**src/rtl/gpio_irq_pkg.sv**
```systemverilog
package gpio_irq_pkg;
  localparam int ADDR_W = 3;

  typedef enum logic [ADDR_W-1:0] {
    REG_SENSE    = 3'd0,
    REG_BOTH     = 3'd1,
    REG_EVENT    = 3'd2,
    REG_MASK     = 3'd3,
    REG_RAW      = 3'd4,
    REG_MSK_STAT = 3'd5,
    REG_CLEAR    = 3'd6
  } reg_addr_e;
endpackage

```
**src/rtl/gpio_irq_sync.sv**
```systemverilog
module gpio_irq_sync #(
  parameter int W      = 8,
  parameter int STAGES = 2
) (
  input  logic         clk,
  input  logic         rst,
  input  logic [W-1:0] pin_in,
  output logic [W-1:0] sync_o,
  output logic [W-1:0] prev_o
);
  logic [W-1:0] chain [STAGES];

  generate
    for (genvar k = 0; k < STAGES; k++) begin : g_stage
      if (k == 0) begin : g_first
        always_ff @(posedge clk) begin
          if (rst) chain[k] <= '0;
          else     chain[k] <= pin_in;
        end
      end else begin : g_next
        always_ff @(posedge clk) begin
          if (rst) chain[k] <= '0;
          else     chain[k] <= chain[k-1];
        end
      end
    end
  endgenerate

  always_ff @(posedge clk) begin
    if (rst) prev_o <= '0;
    else     prev_o <= chain[STAGES-1];
  end

  assign sync_o = chain[STAGES-1];
endmodule

```
**src/rtl/gpio_irq_detect.sv**
```systemverilog
module gpio_irq_detect #(
  parameter int W = 8
) (
  input  logic         clk,
  input  logic         rst,
  input  logic [W-1:0] cur_i,
  input  logic [W-1:0] prev_i,
  input  logic [W-1:0] sense_i,
  input  logic [W-1:0] both_i,
  input  logic [W-1:0] evt_i,
  input  logic [W-1:0] clr_i,
  output logic [W-1:0] hit_o,
  output logic [W-1:0] cond_o,
  output logic [W-1:0] raw_o
);
  generate
    for (genvar i = 0; i < W; i++) begin : g_pin
      logic rise, fall, raw_bit;

      assign rise      = cur_i[i] & ~prev_i[i];
      assign fall      = ~cur_i[i] & prev_i[i];
      assign hit_o[i]  = ~sense_i[i] &
                         (both_i[i] ? (rise | fall) : (evt_i[i] ? rise : fall));
      assign cond_o[i] = (cur_i[i] == evt_i[i]);

      always_ff @(posedge clk) begin
        if (rst)             raw_bit <= 1'b0;
        else if (sense_i[i]) raw_bit <= cond_o[i];
        else                 raw_bit <= hit_o[i] | (raw_bit & ~clr_i[i]);
      end

      assign raw_o[i] = raw_bit;
    end
  endgenerate
endmodule

```
**src/rtl/gpio_irq_regs.sv**
```systemverilog
module gpio_irq_regs
  import gpio_irq_pkg::*;
#(
  parameter int W = 8
) (
  input  logic              clk,
  input  logic              rst,
  input  logic              sel,
  input  logic              wr,
  input  logic [ADDR_W-1:0] addr,
  input  logic [W-1:0]      wdata,
  input  logic [W-1:0]      raw_i,
  output logic [W-1:0]      sense_o,
  output logic [W-1:0]      both_o,
  output logic [W-1:0]      evt_o,
  output logic [W-1:0]      mask_o,
  output logic [W-1:0]      clr_o,
  output logic [W-1:0]      rdata_o
);
  reg_addr_e  a;
  logic       wr_go, rd_go;
  logic [W-1:0] rd_mux;

  assign a     = reg_addr_e'(addr);
  assign wr_go = sel & wr;
  assign rd_go = sel & ~wr;
  assign clr_o = (wr_go && a == REG_CLEAR) ? wdata : '0;

  always_ff @(posedge clk) begin
    if (rst) begin
      sense_o <= '0;
      both_o  <= '0;
      evt_o   <= '0;
      mask_o  <= '0;
    end else if (wr_go) begin
      case (a)
        REG_SENSE: sense_o <= wdata;
        REG_BOTH:  both_o  <= wdata;
        REG_EVENT: evt_o   <= wdata;
        REG_MASK:  mask_o  <= wdata;
        default: ;
      endcase
    end
  end

  always_comb begin
    case (a)
      REG_SENSE:    rd_mux = sense_o;
      REG_BOTH:     rd_mux = both_o;
      REG_EVENT:    rd_mux = evt_o;
      REG_MASK:     rd_mux = mask_o;
      REG_RAW:      rd_mux = raw_i;
      REG_MSK_STAT: rd_mux = raw_i & mask_o;
      default:      rd_mux = '0;
    endcase
  end

  always_ff @(posedge clk) begin
    if (rst)        rdata_o <= '0;
    else if (rd_go) rdata_o <= rd_mux;
  end
endmodule

```
**src/rtl/gpio_irq_ctrl.sv**
```systemverilog
module gpio_irq_ctrl
  import gpio_irq_pkg::*;
#(
  parameter int NPIN        = 8,
  parameter int TRIG_PIN    = 4,
  parameter int SYNC_STAGES = 2
) (
  input  logic              clk,
  input  logic              rst,
  input  logic [NPIN-1:0]   pin_in,
  input  logic              bus_sel,
  input  logic              bus_wr,
  input  logic [ADDR_W-1:0] bus_addr,
  input  logic [NPIN-1:0]   bus_wdata,
  output logic [NPIN-1:0]   bus_rdata,
  output logic              irq,
  output logic              conv_trig
);
  logic [NPIN-1:0] pin_s, pin_p;
  logic [NPIN-1:0] sense_q, both_q, evt_q, mask_q, clr;
  logic [NPIN-1:0] hit, cond, raw, masked;
  logic            masked_trig_q, trig_d;

  gpio_irq_sync #(.W(NPIN), .STAGES(SYNC_STAGES)) u_sync (
    .clk(clk), .rst(rst), .pin_in(pin_in), .sync_o(pin_s), .prev_o(pin_p)
  );

  gpio_irq_detect #(.W(NPIN)) u_det (
    .clk(clk), .rst(rst), .cur_i(pin_s), .prev_i(pin_p),
    .sense_i(sense_q), .both_i(both_q), .evt_i(evt_q), .clr_i(clr),
    .hit_o(hit), .cond_o(cond), .raw_o(raw)
  );

  gpio_irq_regs #(.W(NPIN)) u_regs (
    .clk(clk), .rst(rst), .sel(bus_sel), .wr(bus_wr), .addr(bus_addr),
    .wdata(bus_wdata), .raw_i(raw), .sense_o(sense_q), .both_o(both_q),
    .evt_o(evt_q), .mask_o(mask_q), .clr_o(clr), .rdata_o(bus_rdata)
  );

  assign masked = raw & mask_q;

  // Edge-sensed trigger pin: pulse on each qualifying edge.
  // Level-sensed trigger pin: pulse on the rise of its masked status.
  assign trig_d = sense_q[TRIG_PIN] ? (masked[TRIG_PIN] & ~masked_trig_q)
                                    : (hit[TRIG_PIN] & mask_q[TRIG_PIN]);

  always_ff @(posedge clk) begin
    if (rst) begin
      irq           <= 1'b0;
      conv_trig     <= 1'b0;
      masked_trig_q <= 1'b0;
    end else begin
      irq           <= |masked;
      conv_trig     <= trig_d;
      masked_trig_q <= masked[TRIG_PIN];
    end
  end
endmodule

```
**config.mk**
```make
export PLATFORM = sky130hd
export DESIGN_NAME = gpio_irq_ctrl
export DESIGN_NICKNAME = d
export VERILOG_FILES = /design/src/rtl/gpio_irq_pkg.sv /design/src/rtl/gpio_irq_sync.sv /design/src/rtl/gpio_irq_detect.sv /design/src/rtl/gpio_irq_regs.sv /design/src/rtl/gpio_irq_ctrl.sv
export SDC_FILE = /design/constraint.sdc
export NUM_CORES = 1
export LEC_CHECK = 0
export ABC_AREA = 1
export CORE_MARGIN = 10
export CORE_UTILIZATION = 54
export CTS_BUF_LIST = sky130_fd_sc_hd__clkbuf_8
export DETAILED_ROUTE_END_ITERATION = 10
export GPL_TIMING_DRIVEN = 0
export PLACE_DENSITY_LB_ADDON = 0.25
export SKIP_CTS_REPAIR_TIMING = 1
export SYNTH_ARGS = -nofsm -noshare
export SYNTH_HDL_FRONTEND = slang
export SYNTH_SLANG_ARGS = --single-unit
```
**constraint.sdc**
```tcl
create_clock -name clk -period 1.58 [get_ports clk]
set_input_delay 0.316 -clock clk [delete_from_list [all_inputs] [get_ports clk]]
set_output_delay 0.316 -clock clk [all_outputs]
set_load 0.03 [all_outputs]
```
---- Word level (Yosys, flattened, before mapping) ----
Memories as Yosys holds them, arrays and structs flattened.
Index checks and enable logic that the tools add are counted.
operators by class
  equality and inequality tests ........... 14
  muxes and demuxes ....................... 32
  bitwise logic cells ..................... 89
  reductions and logical operators ........ 7
operators by type and width
  kind                                                 number
  case mux 8 bit (6 select lines)                      1
  bitwise AND 1 bit                                    36
  NOT 1 bit                                            34
  two-way mux 1 bit                                    28
  two-way mux 8 bit                                    3
  OR 1 bit                                             18
  equality test 3 bit, second input constant           3
  bitwise AND 8 bit                                    1
  equality test 1 bit                                  8
  AND reduction 2 bit                                  4
  OR reduction 8 bit                                   1
  equality test 3 x 2 -> 1 bit, second input constant  2
  equality test 3 x 1 -> 1 bit, second input constant  1
  logical NOT 3 bit                                    1
  logical AND 1 bit                                    1
storage, ports and cells
  flip-flop bits (word level) ............. 59
  RAM bits ................................ 16
  input port bits ......................... 23
  output and inout bits ................... 10
  word-level logic and storage cells ...... 160
  memories ................................ 1
memory list
  name          depth  width  rd ports  clocked after Yosys merged registers in  wr ports  RTL line             source
  u_sync.chain  2      8      2         0                                        2         gpio_irq_sync.sv:11  logic [W-1:0] chain [STAGES];

---- Logic depth before layout (Yosys ltp) ----
Gate-level depths: netlist of the first run.
  word-level depth ........................ 7
  gate-level depth with buffers ........... 10
  gate-level depth less buffers ........... 8

---- By module ----
A second synthesis of the first run with hierarchy kept.
unflattened totals
  cell total of the unflattened synthesis .. 562
  area total of the unflattened synthesis .. 3857.4 um^2
by module, submodules not included
  module           instances  cells an instance  area each (um^2)  seq. area each (um^2)
  gpio_irq_regs    1          287                1963.1            800.8
  gpio_irq_detect  1          177                1066.0            160.2
  gpio_irq_sync    1          74                 683.2             480.5
  gpio_irq_ctrl    1          24                 145.1             60.1

---- Worst setup path after synthesis of the first run ----
No wires, ideal clock.
  path kind ............................... input to register
  start point ............................. in bus_addr[2]
  end point ............................... reg u_regs.both_o[3]
  setup time .............................. 0.119 ns
  data arrival time ....................... 1.180 ns
  required time ........................... 1.461 ns
  slack ................................... 0.281 ns
  stages on the path ...................... 7
  path buffers ............................ 1
  cells stage by stage .................... buf_4 -> nor3_2 -> inv_1 -> nor2_4 -> inv_2 -> o21ai_0 -> a21oi_1
between the ends
  cells in the longest elaborated chain, start to end .. 2
ends and longest elaborated chain
  item                           RTL line             source
  from (decl)                    gpio_irq_ctrl.sv:13  input logic [ADDR_W-1:0] bus_addr,
  equality test 3 x 1 -> 1 bit   gpio_irq_regs.sv:36  case (a)
  AND reduction 2 bit (no line)  -
  to (signal assigned)           gpio_irq_regs.sv:38  REG_BOTH: both_o <= wdata;
  to (decl)                      gpio_irq_regs.sv:14  output logic [W-1:0] both_o,
Every way passes these cells.
A chain may end at the register's enable or synchronous reset.

---- Final worst setup path of the first run ----
  start point ............................. in bus_addr[0]
  end point ............................... reg u_regs.evt_o[5]
between the ends
  cells in the longest elaborated chain, start to end .. 2
ends and longest elaborated chain
  item                           RTL line             source
  equality test 3 x 2 -> 1 bit   gpio_irq_regs.sv:36
  AND reduction 2 bit (no line)  -
  to (signal assigned)           gpio_irq_regs.sv:39  REG_EVENT: evt_o <= wdata;
  to (decl)                      gpio_irq_regs.sv:15  output logic [W-1:0] evt_o,
Every way passes these cells.

==> qor.tcl, run 1 <==
set qor(timing.hold.worst.class) {primary input to flop}
set qor(netlist_instances) 495
set qor(ys_types) 22
set qor(number_of_enable_flip_flop_cells_after_synthesis) 0
set qor(worst_setup_path_start_kind) {primary input}
set qor(synth-async-reset-ratio_pct) 0
set qor(io_pins) 33
set qor(clock-root-buffer) {sky130_fd_sc_hd__clkbuf_8}
set qor(die-width_um) 101
set qor(final-seq-area_um2) 1500
set qor(synth_top_area_share_pct) 42.8
set qor(first_iter_violations) 337
set qor(grt-ovfl-total) 0
set qor(criticalPathCategory) {primary input to flop}
set qor(die_h_um) 101
set qor(worst_slew_pin_slew_ns) 0.726
set qor(cap_violations) 0
set qor(layout-drive-gt1-share_pct) 8.50
set qor(p_total_mw) 4.24
set qor(die_area_um2) 10100
set qor(clock_sink_count) 75
set qor(min_period_ns) 1.44
set qor(number_of_buffers_added_on_ports) 30
set qor(number_of_warning_messages_in_the_yosys_log) 0
set qor(clkSlewWorstSetupHoldPaths_ns) 0.08
set qor(via_count) 3397
set qor(cp_data_required_time_ns) 1.82
set qor(hpwl_um) 6700
set qor(yosys_most_used_dff) {sky130_fd_sc_hd__dfxtp_1}
set qor(grt_pass1_vias) 3008
set qor(final_max_slew_viol_count) 0
set qor(multiInputGateArea_um2) 1710
set qor(mostFrequentLayoutCell) {sky130_fd_sc_hd__nand2_1}
set qor(power_density_cells_nw_per_um2) 996
set qor(synth_top_cell_by_area) {sky130_fd_sc_hd__dfxtp_1}
set qor(setup-violations-final) 0
set qor(final.fill_count) 557
set qor(synthToLayoutAreaGrowth_pct) 21.4
set qor(finalWirelength_um) 9460
set qor(worst-endpoint-arrival_ns) 1.68
set qor(utilization_pct) 67.1
set qor(core_area_um2) 6350
set qor(gp_congestion) 0.958
set qor(worstPathMaxFanout) 10
set qor(outcome) {completed}
set qor(final_hold_viol_count) 0
set qor(post_drt_via_cell_ratio) 5.50
set qor(mostFrequentLayoutCells) {92 x sky130_fd_sc_hd__nand2_1, 75 x sky130_fd_sc_hd__dfxtp_1, 71 x sky130_fd_sc_hd__nor2_1}
set qor(wire_length_of_the_first_global_routing_pass_um) 15000
set qor(drt_pass1_iterations) 5
set qor(fmax_ghz) 0.697
set qor(grt_max_degree) 13
set qor(drc) 0
set qor(end_kind) {flop}
set qor(initial_core_util_pct) 55.3
set qor(synth-seq-area-share_pct) 42.8
set qor(slew_headroom_pct) 51.6
set qor(floorplan.rows) 29
set qor(routedWlPerCell_um) 15.3
set qor(drt.antenna.violating_nets) 0
set qor(ys_ff_latch) 75
set qor(cts_tree) {done}
set qor(ctsLongestPathBuffers) 2
set qor(synthesis.area_per_instance_um2) 7.09
set qor(number_of_h_tree_levels) 3
set qor(insertedDiodeCount) 0
set qor(antenna_found_initial) 0
set qor(clk_latency_ns) 0.36
set qor(fin_setup_tns_ns) 0
set qor(grt_setup_unrepaired) {no}
set qor(synth_nets) 534
set qor(finClkSkew_ns) 0.00780
set qor(nets) 575
set qor(finalCritPeriodShare_pct) 90.8
set qor(syn-cell-area_um2) 3510
set qor(cts_inserted_buffers) 9
set qor(ir_worst_vdd_v) 0.000640
set qor(p_leak_nw) 1.97
set qor(netlist_top_cells_area) {sky130_fd_sc_hd__dfxtp_1 43%, sky130_fd_sc_hd__nand2_1 9.9%, sky130_fd_sc_hd__nor2_1 7.7%, sky130_fd_sc_hd__o21ai_0 7.6%, sky130_fd_sc_hd__inv_1 6.5%}
set qor(grt_util_all_layers_pct) 18.6
[kinds of logic (layout without fill, tap and decap cells)]
kind of cell	Yosys count	count (layout)	share of synthesized area (%)
fa+ha+maj	16	16	5.70
flops	75	75	42.8
compound gates	103	103	15.0
xor+xnor	2	2	0.499
simple gates	213	213	26.1
buf+inv	86	132	9.98
[stage by stage]
step                      cell area, um^2  setup slack [ns]  instances  hold WS, ns
final                                4260             0.145        618        0.251
after global routing                 4260            0.0323        618        0.265
after CTS                            4170            -0.232        618        0.248
after detailed placement             3910            -0.595        602        0.393
after global placement               3910            -0.579        602        0.389
after floorplan                      3510             0.281        495        0.388
[worst max-delay path: stages]
cell,delay [ns]
sky130_fd_sc_hd__dlymetal6s2s_1,0.22
sky130_fd_sc_hd__inv_2,0.12
sky130_fd_sc_hd__clkbuf_4,0.22
sky130_fd_sc_hd__nand3_2,0.11
sky130_fd_sc_hd__nor2_4,0.18
sky130_fd_sc_hd__inv_2,0.09
sky130_fd_sc_hd__buf_4,0.19
sky130_fd_sc_hd__o21ai_0,0.17
sky130_fd_sc_hd__a21oi_1,0.05
[cells in the mapped netlist, types with 2 or more instances]
cell type,number
sky130_fd_sc_hd__clkbuf_1,4
sky130_fd_sc_hd__ha_1,16
sky130_fd_sc_hd__buf_1,3
sky130_fd_sc_hd__nand3_1,19
sky130_fd_sc_hd__o21ai_0,53
sky130_fd_sc_hd__inv_1,61
sky130_fd_sc_hd__dfxtp_1,75
sky130_fd_sc_hd__a31oi_1,6
sky130_fd_sc_hd__nor2_1,72
sky130_fd_sc_hd__buf_2,7
sky130_fd_sc_hd__nor2_2,4
sky130_fd_sc_hd__nand2_1,93
sky130_fd_sc_hd__inv_2,6
sky130_fd_sc_hd__nand4_1,21
sky130_fd_sc_hd__xnor2_1,2
sky130_fd_sc_hd__buf_4,5
sky130_fd_sc_hd__a21oi_1,43
[power breakdown]
group          total (mW)  internal (mW)  switching, mW
registers            1.99           1.95         0.0436
logic               0.361          0.134          0.227
clock network        1.89           1.18          0.714
total                4.24           3.26          0.985
[path summary, 6_finish.rpt]
kind	from	end	slack, ns	cells after the start
min reg2reg	u_sync.chain[0][4]	u_sync.chain[1][4]	0.40	2
max	bus_addr[0]	u_regs.evt_o[5]	0.14	9
min	rst	conv_trig	0.25	2
max reg2reg	u_sync.chain[1][3]	u_det.g_pin[3].raw_bit	0.43	5
[cell type report]
cell class	instances	area share, %
inverters	67	5.90
multi-input cells	334	40.1
plain buffers	19	2.55
clock inverters	4	2.23
repair buffers	30	7.87
clock buffers	12	3.88
flip-flops and latches	75	35.2
well taps	77	2.26
[layer usage]
layer | routed length, um | up-vias | global-route usage, %
li1 | - | 1684 | -
met1 | 4160 | 1562 | 23.8
met2 | 4310 | 133 | 29.1
met3 | 724 | 18 | 3.29
met4 | 265 | 0 | 9.57
met5 | 0 | - | 0
[state kept, by name, indices dropped and copies added (netlist names)]
signal and count:
u_regs.both_o 8, u_regs.mask_o 8, irq 1, u_sync.chain 16, masked_trig_q 1, u_sync.prev_o 8
u_det.g_pin.raw_bit 8, u_regs.evt_o 8, u_regs.rdata_o 8, u_regs.sense_o 8, conv_trig 1
Power figures use the tool's default switching activity.
==> run 2: changes to the inputs <==
--- a/config.mk
+++ b/config.mk
@@ -5,7 +5,6 @@
 export SDC_FILE = /design/constraint.sdc
 export NUM_CORES = 1
 export LEC_CHECK = 0
-export ABC_AREA = 1
 export CORE_MARGIN = 10
 export CORE_UTILIZATION = 54
 export CTS_BUF_LIST = sky130_fd_sc_hd__clkbuf_8
==> constraint.sdc (replaced) <==
create_clock -name clk -period 1.7 [get_ports clk]
set_input_delay 0.51 -clock clk [delete_from_list [all_inputs] [get_ports clk]]
set_output_delay 0.51 -clock clk [all_outputs]
set_load 0.03 [all_outputs]
==> qor.tcl, run 2 <==
set qor(die_area_um2) 10100 ;# -0.69%
set qor(synthMostInstantiatedCell) {sky130_fd_sc_hd__dfxtp_1}
set qor(gp_congestion) 0.953 ;# -0.52%
set qor(number_of_enable_flip_flop_cells_after_synthesis) 0 ;# unchanged
set qor(clkSlewWorstSetupHoldPaths_ns) 0.07 ;# about the same
set qor(end_kind) {flop}
set qor(synthesis.area_per_instance_um2) 9.21 ;# +30%
set qor(regToRegEndpoint) {u_det.g_pin[0].raw_bit}
set qor(clk_latency_ns) 0.36 ;# about the same
set qor(worst-endpoint-arrival_ns) 1.77 ;# +0.09 ns
set qor(synth-seq-area-share_pct) 43.1 ;# +0.37 points
set qor(hold-worst-slack_ns) 0.440 ;# +0.189 ns
set qor(wire_length_of_the_first_global_routing_pass_um) 14700 ;# -1.8%
set qor(criticalPathCategory) {flop to flop}
set qor(reg2reg_depth) 6 ;# +1
set qor(yosys_most_used_dff) {sky130_fd_sc_hd__dfxtp_1}
set qor(cts_inserted_buffers) 9 ;# unchanged
set qor(mostFrequentLayoutCells) {75 x sky130_fd_sc_hd__dfxtp_1, 33 x sky130_fd_sc_hd__nand2_1, 28 x sky130_fd_sc_hd__nor2b_1}
set qor(grt_pass1_vias) 2919 ;# -3.0%
set qor(cp_data_required_time_ns) 1.91 ;# +0.09 ns
set qor(grt_util_all_layers_pct) 18.3 ;# -0.24 points
set qor(timing.hold.worst.class) {flop to flop}
set qor(ys_ff_latch) 75 ;# unchanged
set qor(ys_types) 42 ;# +91%
set qor(p_leak_nw) 1.84 ;# -6.4%
set qor(post-place-ws_ns) -0.688 ;# -0.0929 ns
set qor(nets) 458 ;# -20%
set qor(grt-ovfl-total) 0 ;# unchanged
set qor(via_count) 3025 ;# -11%
set qor(number_of_h_tree_levels) 3 ;# unchanged
set qor(power_density_cells_nw_per_um2) 889 ;# -11%
set qor(hpwl_um) 6080 ;# -9.2%
set qor(die-width_um) 100 ;# -0.35%
set qor(mostFrequentLayoutCell) {sky130_fd_sc_hd__dfxtp_1}
set qor(clock-root-buffer) {sky130_fd_sc_hd__clkbuf_8}
set qor(synth_top_area_share_pct) 43.1 ;# +0.37 points
set qor(drt.antenna.violating_nets) 0 ;# unchanged
set qor(syn-cell-area_um2) 3480 ;# -0.86%
set qor(max_flop_register) {u_sync.chain}
set qor(final_max_slew_viol_count) 0 ;# unchanged
set qor(routed.top_layer) {met4}
set qor(cts_tree) {done}
set qor(netlist_top_cells_area) {sky130_fd_sc_hd__dfxtp_1 43%, sky130_fd_sc_hd__mux2i_1 6.6%, sky130_fd_sc_hd__ha_1 5.8%, sky130_fd_sc_hd__nor2b_1 5.0%, sky130_fd_sc_hd__nand2_1 3.6%}
set qor(grt_max_degree) 13 ;# unchanged
set qor(slew_headroom_pct) 50.7 ;# -0.89 points
set qor(antenna_found_initial) 0 ;# unchanged
set qor(reg2reg_setup_slack_ns) 0.13 ;# -0.30 ns
set qor(fmax_ghz) 0.639
set qor(worstPathMaxFanout) 3 ;# -7
set qor(insertedDiodeCount) 0 ;# unchanged
set qor(timing.rr.start) {u_sync.chain[1][0]}
set qor(clock_sink_count) 75 ;# unchanged
set qor(worstHoldStart) {u_sync.chain[0][2]}
set qor(cap_violations) 0 ;# unchanged
set qor(synth_top_cell_by_area) {sky130_fd_sc_hd__dfxtp_1}
set qor(detailroute.wirelength.met2_um) 4220 ;# -2.0%
set qor(post_drt_via_cell_ratio) 6.04 ;# +9.8%
set qor(ctsLongestPathBuffers) 2 ;# unchanged
set qor(initial_core_util_pct) 55.1 ;# -0.16 points
set qor(grt_setup_unrepaired) {no}
set qor(layout-drive-gt1-share_pct) 8.96 ;# +0.46 points
set qor(routed-wl-met3_um) 624 ;# -14%
set qor(final-seq-area_um2) 1500 ;# unchanged
set qor(ir_worst_vdd_v) 0.000754 ;# +18%
set qor(min_period_ns) 1.57
set qor(outcome) {completed}
set qor(drc) 0 ;# unchanged
set qor(whs_endpoint) {u_sync.chain[1][2]}
set qor(netlist_instances) 378 ;# -24%
set qor(post_route_worst_setup_slack_ns) 0.134 ;# -0.0106 ns
set qor(routedWlPerCell_um) 18.2 ;# +19%
set qor(synth.cells.most_frequent) {75 x sky130_fd_sc_hd__dfxtp_1, 33 x sky130_fd_sc_hd__nand2_1, 28 x sky130_fd_sc_hd__nor2b_1, 26 x sky130_fd_sc_hd__nor2_1, 23 x sky130_fd_sc_hd__mux2i_1}
set qor(multiInputGateArea_um2) 1800 ;# +5.6%
set qor(worst_slew_pin_slew_ns) 0.739 ;# +0.0134 ns
set qor(finalWirelength_um) 9120 ;# -3.5%
set qor(floorplan.rows) 29 ;# unchanged
set qor(core_area_um2) 6310 ;# -0.57%
set qor(min_delay_path_depth) 1 ;# -1
set qor(setup-violations-final) 0 ;# unchanged
set qor(drt_pass1_iterations) 5 ;# unchanged
set qor(worst_setup_path_start_kind) {flop}
set qor(number_of_warning_messages_in_the_yosys_log) 0 ;# unchanged
set qor(finalCritPeriodShare_pct) 92.1
set qor(synth_nets) 417 ;# -22%
set qor(first_iter_violations) 206 ;# -39%
set qor(finClkSkew_ns) 0.00621 ;# -0.00159 ns
set qor(met1_routed_length_um) 4110 ;# -1.3%
set qor(number_of_buffers_added_on_ports) 31 ;# +3.3%
set qor(final.fill_count) 534 ;# -4.1%
set qor(synth-async-reset-ratio_pct) 0 ;# unchanged
set qor(final_hold_viol_count) 0 ;# unchanged
set qor(die_h_um) 100 ;# -0.35%
set qor(synthToLayoutAreaGrowth_pct) 20.1
set qor(flip_flop_count_of_the_largest_register_all_copies_and_words_added) 16 ;# unchanged
set qor(io_pins) 33 ;# unchanged
-- run 2: cell types whose count changed after synthesis, moves of 21 or more --
cell | previous run | this run
sky130_fd_sc_hd__a21oi_1 | 43 | 18
sky130_fd_sc_hd__inv_1 | 61 | 19
sky130_fd_sc_hd__mux2i_1 | 0 | 23
sky130_fd_sc_hd__nand2_1 | 93 | 33
sky130_fd_sc_hd__nand4_1 | 21 | 0
sky130_fd_sc_hd__nor2_1 | 72 | 26
sky130_fd_sc_hd__nor2b_1 | 0 | 28
sky130_fd_sc_hd__o21ai_0 | 53 | 12
-- run 2: where the power goes --
group	internal [mW]	switching [mW]	total, mW
clock	0.898	0.648	1.55
combinational	0.144	0.184	0.328
sequential	1.80	0.0380	1.84
-- run 2: final cells by class --
| cell class | count | share of cell area, % |
|---|---|---|
| well taps | 77 | 2.31 |
| clock inverters | 5 | 1.83 |
| flip-flops and latches | 75 | 35.9 |
| clock buffers | 11 | 3.62 |
| inverters | 19 | 1.71 |
| repair buffers | 31 | 8.15 |
| plain buffers | 21 | 3.26 |
| multi-input cells | 262 | 43.2 |
-- run 2: logic make-up (layout without fill, tap and decap cells) --
group | count (synthesis) | in the layout | synth area share (%)
compound gates | 83 | 83 | 16.6
xor+xnor | 8 | 8 | 2.01
fa+ha+maj | 16 | 16 | 5.75
buf+inv | 41 | 87 | 5.29
flops | 75 | 75 | 43.1
mux | 28 | 28 | 8.23
simple gates | 127 | 127 | 19.0
-- run 2: worst max-delay path by stage --
stage,start,cells after the start,end
6_report,u_sync.chain[1][0],6,u_det.g_pin[0].raw_bit
5_1_grt,u_sync.chain[1][3],6,u_det.g_pin[3].raw_bit
4_1_cts,bus_addr[2],6,u_regs.evt_o[0]
3_5_place_dp,bus_sel,6,u_det.g_pin[5].raw_bit
3_3_place_gp,bus_addr[2],6,u_det.g_pin[0].raw_bit
2_1_floorplan,bus_addr[0],6,u_regs.evt_o[7]
-- run 2: critical path, cell delays in order, from the launching register on --
cell                       delay [ns]
sky130_fd_sc_hd__dfxtp_1         0.39
sky130_fd_sc_hd__inv_1           0.09
sky130_fd_sc_hd__ha_1            0.19
sky130_fd_sc_hd__nor2b_1         0.12
sky130_fd_sc_hd__a211o_1         0.26
sky130_fd_sc_hd__a221oi_1        0.29
sky130_fd_sc_hd__a211oi_1        0.08
-- run 2: per-stage QoR --
stage / setup TNS [ns] / instance area (um^2) / util, % / total power [mW] / instances
global route: 0 / 4180 / 66.2 / 3.84 / 501
detailed placement: -29.38 / 3890 / 61.6 / 2.19 / 486
floorplan: 0 / 3480 / - / 2.05 / 378
finish: 0 / 4180 / 66.2 / 3.71 / 501
global placement: -28.90 / 3890 / 61.6 / 2.18 / 486
CTS: -11.00 / 4110 / 65.2 / 3.72 / 502
-- run 2: routing by layer --
layer  GRT usage, %  vias up
li1               -     1410
met1           23.7     1472
met2           28.7      126
met3           3.98       17
met4           7.93        0
met5              0        -
